File: src/rtl/pic_pkg.sv
package pic_pkg;
  localparam int IRQ_N = 8;
  localparam int IDW   = $clog2(IRQ_N);
  localparam int BW    = 8;
  localparam int HIW   = BW - IDW;

  typedef enum logic [2:0] {
    SQ_IDLE, SQ_BASE, SQ_CASC, SQ_MODE, SQ_RUN
  } seq_t;

  typedef enum logic [2:0] {
    OP_ROT_AUTO_OFF = 3'd0,
    OP_EOI_NS       = 3'd1,
    OP_NOP          = 3'd2,
    OP_EOI_SP       = 3'd3,
    OP_ROT_AUTO_ON  = 3'd4,
    OP_ROT_EOI_NS   = 3'd5,
    OP_SET_LOW      = 3'd6,
    OP_ROT_EOI_SP   = 3'd7
  } op_t;

  function automatic logic [IRQ_N-1:0] onehot_of(input logic [IDW-1:0] id);
    logic [IRQ_N-1:0] v;
    v = '0;
    v[id] = 1'b1;
    return v;
  endfunction
endpackage

File: src/rtl/pic_init_seq.sv
module pic_init_seq
  import pic_pkg::*;
(
  input  logic            clk,
  input  logic            rst_n,
  input  logic            bus_wr,
  input  logic            bus_port,
  input  logic [BW-1:0]   bus_wdata,
  output logic            icw1_evt,
  output logic            mask_evt,
  output logic            ocw2_evt,
  output logic            ready,
  output logic            level_mode,
  output logic            auto_eoi,
  output logic [HIW-1:0]  vec_hi,
  output logic [BW-1:0]   casc_cfg,
  output logic [3:0]      mode_bits
);
  seq_t state_q;
  logic single_q, need_mode_q;
  logic data_evt;

  assign icw1_evt = bus_wr & ~bus_port & bus_wdata[4];
  assign data_evt = bus_wr & bus_port;
  assign ready    = (state_q == SQ_RUN);
  assign mask_evt = data_evt & ready;
  assign ocw2_evt = bus_wr & ~bus_port & ~bus_wdata[4] & ready;

  always_ff @(posedge clk or negedge rst_n) begin
    if (!rst_n) begin
      state_q     <= SQ_IDLE;
      single_q    <= 1'b0;
      need_mode_q <= 1'b0;
      level_mode  <= 1'b0;
      auto_eoi    <= 1'b0;
      vec_hi      <= '0;
      casc_cfg    <= '0;
      mode_bits   <= '0;
    end else if (icw1_evt) begin
      state_q     <= SQ_BASE;
      level_mode  <= bus_wdata[3];
      single_q    <= bus_wdata[1];
      need_mode_q <= bus_wdata[0];
      auto_eoi    <= 1'b0;
      casc_cfg    <= '0;
      mode_bits   <= '0;
    end else if (data_evt) begin
      unique case (state_q)
        SQ_BASE: begin
          vec_hi <= bus_wdata[BW-1:IDW];
          if (!single_q)       state_q <= SQ_CASC;
          else if (need_mode_q) state_q <= SQ_MODE;
          else                 state_q <= SQ_RUN;
        end
        SQ_CASC: begin
          casc_cfg <= bus_wdata;
          state_q  <= need_mode_q ? SQ_MODE : SQ_RUN;
        end
        SQ_MODE: begin
          auto_eoi  <= bus_wdata[1];
          mode_bits <= {bus_wdata[4], bus_wdata[3:2], bus_wdata[0]};
          state_q   <= SQ_RUN;
        end
        default: ;
      endcase
    end
  end
endmodule

File: src/rtl/pic_req_latch.sv
module pic_req_latch
  import pic_pkg::*;
#(
  parameter int N = IRQ_N
) (
  input  logic         clk,
  input  logic         rst_n,
  input  logic         level_mode,
  input  logic         clr_all,
  input  logic [N-1:0] req_in,
  input  logic [N-1:0] ack_clr,
  output logic [N-1:0] irr
);
  logic [N-1:0] prev_q;

  for (genvar g = 0; g < N; g++) begin : g_line
    always_ff @(posedge clk or negedge rst_n) begin
      if (!rst_n) begin
        prev_q[g] <= 1'b0;
        irr[g]    <= 1'b0;
      end else begin
        prev_q[g] <= req_in[g];
        if (clr_all)
          irr[g] <= 1'b0;
        else if (level_mode)
          irr[g] <= req_in[g] & ~ack_clr[g];
        else
          irr[g] <= (irr[g] & ~ack_clr[g]) | (req_in[g] & ~prev_q[g]);
      end
    end
  end
endmodule

File: src/rtl/pic_prio_pick.sv
module pic_prio_pick
  import pic_pkg::*;
#(
  parameter int N  = IRQ_N,
  parameter int LW = $clog2(N)
) (
  input  logic [N-1:0]  vec,
  input  logic [LW-1:0] lowest,
  output logic          found,
  output logic [LW-1:0] id,
  output logic [LW-1:0] rank
);
  always_comb begin
    found = 1'b0;
    id    = '0;
    rank  = '0;
    for (int k = N - 1; k >= 0; k--) begin
      logic [LW-1:0] idx;
      idx = lowest + LW'(k + 1);
      if (vec[idx]) begin
        found = 1'b1;
        id    = idx;
        rank  = LW'(k);
      end
    end
  end
endmodule

File: src/rtl/pic8_ctrl.sv
module pic8_ctrl
  import pic_pkg::*;
(
  input  logic          clk,
  input  logic          rst_n,
  input  logic          bus_wr,
  input  logic          bus_port,
  input  logic [7:0]    bus_wdata,
  output logic [7:0]    bus_rdata,
  input  logic [7:0]    irq_in,
  output logic          int_out,
  input  logic          int_ack,
  output logic [7:0]    ack_vector,
  output logic [7:0]    casc_cfg,
  output logic [3:0]    op_mode
);
  logic icw1_evt, mask_evt, ocw2_evt, ready, level_mode, auto_eoi;
  logic [HIW-1:0] vec_hi;

  logic [IRQ_N-1:0] mask_q, isr_q, irr, pending, ack_clr, eoi_clr, isr_set;
  logic [IDW-1:0]   lowest_q;
  logic             rot_auto_q;

  logic           req_found, isr_found, ack_take;
  logic [IDW-1:0] req_id, req_rank, isr_id, isr_rank;
  op_t            op;
  logic [IDW-1:0] op_lvl;

  pic_init_seq u_seq (
    .clk, .rst_n, .bus_wr, .bus_port, .bus_wdata,
    .icw1_evt, .mask_evt, .ocw2_evt, .ready, .level_mode, .auto_eoi,
    .vec_hi, .casc_cfg, .mode_bits(op_mode)
  );

  pic_req_latch #(.N(IRQ_N)) u_req (
    .clk, .rst_n, .level_mode, .clr_all(icw1_evt),
    .req_in(irq_in), .ack_clr, .irr
  );

  assign pending = irr & ~mask_q;

  pic_prio_pick #(.N(IRQ_N)) u_pick_req (
    .vec(pending), .lowest(lowest_q),
    .found(req_found), .id(req_id), .rank(req_rank)
  );

  pic_prio_pick #(.N(IRQ_N)) u_pick_isr (
    .vec(isr_q), .lowest(lowest_q),
    .found(isr_found), .id(isr_id), .rank(isr_rank)
  );

  assign int_out  = ready & req_found & (~isr_found | (req_rank < isr_rank));
  assign ack_take = int_ack & int_out;
  assign ack_clr  = ack_take ? onehot_of(req_id) : '0;
  assign isr_set  = (ack_take & ~auto_eoi) ? onehot_of(req_id) : '0;

  assign ack_vector = {vec_hi, int_out ? req_id : IDW'(IRQ_N - 1)};
  assign bus_rdata  = bus_port ? mask_q : isr_q;

  assign op     = op_t'(bus_wdata[7:5]);
  assign op_lvl = bus_wdata[IDW-1:0];

  always_comb begin
    eoi_clr = '0;
    if (ocw2_evt) begin
      unique case (op)
        OP_EOI_NS, OP_ROT_EOI_NS: if (isr_found) eoi_clr = onehot_of(isr_id);
        OP_EOI_SP, OP_ROT_EOI_SP: eoi_clr = onehot_of(op_lvl);
        default: ;
      endcase
    end
  end

  always_ff @(posedge clk or negedge rst_n) begin
    if (!rst_n) begin
      mask_q     <= '0;
      isr_q      <= '0;
      lowest_q   <= IDW'(IRQ_N - 1);
      rot_auto_q <= 1'b0;
    end else if (icw1_evt) begin
      mask_q     <= '0;
      isr_q      <= '0;
      lowest_q   <= IDW'(IRQ_N - 1);
      rot_auto_q <= 1'b0;
    end else begin
      if (mask_evt) mask_q <= bus_wdata;
      isr_q <= (isr_q & ~eoi_clr) | isr_set;
      if (ocw2_evt) begin
        unique case (op)
          OP_ROT_AUTO_OFF: rot_auto_q <= 1'b0;
          OP_ROT_AUTO_ON:  rot_auto_q <= 1'b1;
          OP_SET_LOW, OP_ROT_EOI_SP: lowest_q <= op_lvl;
          OP_ROT_EOI_NS:   if (isr_found) lowest_q <= isr_id;
          default: ;
        endcase
      end else if (ack_take && auto_eoi && rot_auto_q) begin
        lowest_q <= req_id;
      end
    end
  end
endmodule

File: config.mk
export PLATFORM = sky130hd
export DESIGN_NAME = pic8_ctrl
export DESIGN_NICKNAME = d
export VERILOG_FILES = /design/src/rtl/pic_pkg.sv /design/src/rtl/pic_init_seq.sv /design/src/rtl/pic_req_latch.sv /design/src/rtl/pic_prio_pick.sv /design/src/rtl/pic8_ctrl.sv
export SDC_FILE = /design/constraint.sdc
export NUM_CORES = 1
export LEC_CHECK = 0
export ABC_AREA = 1
export CAP_MARGIN = 20
export CORE_ASPECT_RATIO = 1.2
export CORE_UTILIZATION = 42
export DETAILED_ROUTE_END_ITERATION = 6
export DONT_BUFFER_PORTS = 1
export GPL_TIMING_DRIVEN = 0
export PLACE_DENSITY = 0.55
export SLEW_MARGIN = 5
export SYNTH_ARGS = -nofsm -noshare
export SYNTH_HDL_FRONTEND = slang
export SYNTH_SLANG_ARGS = --single-unit
File: constraint.sdc
create_clock -name clk -period 4.1 [get_ports clk]
set_input_delay 0.615 -clock clk [delete_from_list [all_inputs] [get_ports clk]]
set_output_delay 0.615 -clock clk [all_outputs]
set_load 0.01 [all_outputs]
==> run_results.csv <==
group,metric,value,unit
synthesis,synth-edff-count,0,
timing,clock_skew,5.998,ps
synthesis,netlist_top_cells_area,"dfrtp_1 33%, nand2_1 17%, nand3_1 11%",
critical_path,cp-end-kind,"output port",
critical_path,r2r-start,"lowest_q[1]$_DFFE_PN1P_",
finish,syn_to_final_growth,17.58,%
critical_path,crit_type,"register to output port",
flow_run,cap_violations,0,
timing,post-route-min-period,3940,ps
cts,cts-root-buf,"clkbuf_16",
drt,drt_iter0_markers,292,
critical_path,cp.arrival,3330,ps
finish,nNetsFinal,714,
cts,cts_tree,"done",
drt,remaining_drc_errors,0,
die,dieArea,0.01066,sq mm
timing,post-route-period-util,0.9610,
cts,clkLatencyLatePin,330,ps
finish,antenna_cells,0,
global_route,grt_start_max_net_pins,58,
synthesis,synth_area,0.004305,sq mm
critical_path,critical_path_peak_fanout,12,
synthesis,synth-seq-cells,60,
timing,max_freq,0.2538,GHz
critical_path,required,3480,ps
cts,path_clk_slew,50,ps
drt,detail-route-antenna-nets,0,
finish,drive_gt1_frac,0.1556,
hold_path,min_path_type,"input pin to asynchronous set/reset pin",
drt,drt_pass1_iterations,5,
timing,slew_violations,0,
placement,dp_hpwl,10820,um
synthesis,async_reset_ff_frac,1.000,
run_status,status,"finished, final reports clean",
timing,hold_ws,129.4,ps
timing,max_slew_margin,0.5629,
cts,numCtsBuffers,9,
synthesis,netlist_instances,660,
synthesis,synth_cell_type_count,38,
timing,fin_ws,159.7,ps
drt,vias,4421,
die,start_util,0.4301,
synthesis,yosysTopAreaCell,"dfrtp_1",
die,core,0.01001,sq mm
timing,hold_viol,0,
cts,htree_levels,3,
drt,vias_per_cell,5.391,
placement,port-buffer-count,0,
drt,drt_wl_total,13820,um
synthesis,syn_nets,685,
synthesis,yosysWarnings,0,
placement,pre_cts_ws,-480.1,ps
die,ios,50,
synthesis,synthFlopType,"dfrtp_1",
die,rows,40,
cts,clkSinkCount,60,
synthesis,synth_top_area_frac,0.3313,
placement,place.gp.congestion,0.8618,
die,dieWidth,94.43,um
timing,finalSetupViolCount,0,
global_route,grtUsageTotal,0.2736,
critical_path,ff2ff_setup_slack,450,ps
synthesis,seq_area_frac_synth,0.3496,
critical_path,crit_path_start_kind,"register",
global_route,grt_overflow,0,
die,die_h,112.9,um
cts,clock_path_buffers,2,
timing,worstMarginPinSlew,648.8,ps
synthesis,avgSynthCellArea,6.523,sq um
critical_path,startpoint,"lowest_q[1]$_DFFE_PN1P_",
global_route,grt_pass1_vias,4234,
global_route,grt_antenna_before_repair,0,
drt,wl_per_cell,16.85,um
global_route,grt_pass1_wl,21740,um
==> critical path, stage by stage (launching register included) <==
cell	delay, ps
dfstp_2	540
buf_8	110
inv_4	70
ha_4	340
inv_8	50
buf_8	130
nand3_1	90
nand2_1	90
nor2_2	140
a21oi_2	60
buf_4	140
buf_4	120
buf_4	120
buf_4	120
buf_4	140
nand2_2	90
nand2_1	60
nand2_1	60
nand2_2	60
nand2_4	90
nand2_4	60
clkinvlp_4	200
nand2_2	100
==> cell families (layout without fill, tap and decap cells) <==
logic type	after synthesis	in the layout	synth area share
DFF	60	60	0.3496
adders and majority gates	4	4	0.01162
AOI/OAI and AO/OA	116	116	0.1453
muxes	1	1	0.002615
xor gates and xnor gates	4	4	0.01337
and+or+nand+nor	379	379	0.3842
buffers and inverters	96	130	0.09328
==> repair_timing <==
item / CTS / global route
buffers inserted: 17 / 3
hold buffers: 1 / 0
pin swaps: 8 / 10
gates resized for setup: 20 / 22
endpoints found under the setup margin: 13 / 4
endpoints found under the hold margin: 57 / 0
==> per-stage QoR <==
stage | area, sq um | utilization | cells | TNS (ps)
floorplan | 4305 | - | 660 | 0
global placement | 4463 | 0.4459 | 786 | -1710
detailed placement | 4463 | 0.4459 | 786 | -1866
CTS | 4961 | 0.4956 | 818 | 0
global route | 5062 | 0.5058 | 820 | -60.54
finish | 5062 | 0.5058 | 820 | 0
==> layer usage <==
layer  vias up  wire length (um)  track usage  share of wire
met5         -                 0            0              0
met4         0               460       0.1262          0.033
met3        27               492      0.03696          0.036
met2       102              6888       0.4599           0.50
met1      2076              5979       0.3447           0.43
li1       2216                 -            -              -
==> layout make-up <==
cell class                      count  area [sq um]
Clock buffer                       11         232.7
Timing Repair Buffer               21         190.2
Inverter                           78         309.0
Multi-Input combinational cell    504          2522
Buffer                             15         92.59
Fill cell                        1051          4947
Clock inverter                      5         52.55
Tap cell                          126         157.7
Sequential cell                    60          1505
==> worst paths after layout <==
kind | endpoint | cells after the start
max in group asynchronous | isr_q[0]$_DFF_PN0_ | 1
min | lowest_q[2]$_DFFE_PN1P_ | 0
min reg2reg | u_seq.single_q$_DFFE_PN0P_ | 2
min in group clk | u_req.prev_q[1]$_DFF_PN0_ | 0
max reg2reg | u_req.irr[0]$_DFF_PN0_ | 22
max | ack_vector[1] | 22
==> synthesized netlist by cell type, drive strengths merged (4+ instances only) <==
cell and instances:
dfrtp 57, a21oi 65, inv 76, nand3 98, clkbuf 6, o21ai 41
nor2 60, ha 4, buf 12, nand4 8, nand2 208
==> cells in the final DEF (no fill, tap or decap), types with 8 or more instances in the layout <==
cell type	synthesis	routed
nand4_1	8	8
clkbuf_1	6	8
clkbuf_16	0	9
a21oi_1	62	60
o21ai_0	40	39
nand2_1	196	187
inv_1	62	60
buf_4	2	20
dfrtp_1	57	57
inv_2	14	12
nand3_1	96	95
nand2_2	8	15
nor2_1	59	52
==> flip-flops by register name, summed over array words and instances, names as in the netlist <==
signal,flops
u_seq.mode_bits,4
u_req.irr,8
mask_q,8
u_req.prev_q,8
u_seq.single_q,1
rot_auto_q,1
lowest_q,3
isr_q,8
u_seq.vec_hi,5
u_seq.level_mode,1
u_seq.auto_eoi,1
u_seq.casc_cfg,8
u_seq.need_mode_q,1
u_seq.state_q,3
Power is not shown: default switching activity piles up to over one toggle a cycle in this logic, so the estimate is an artifact.
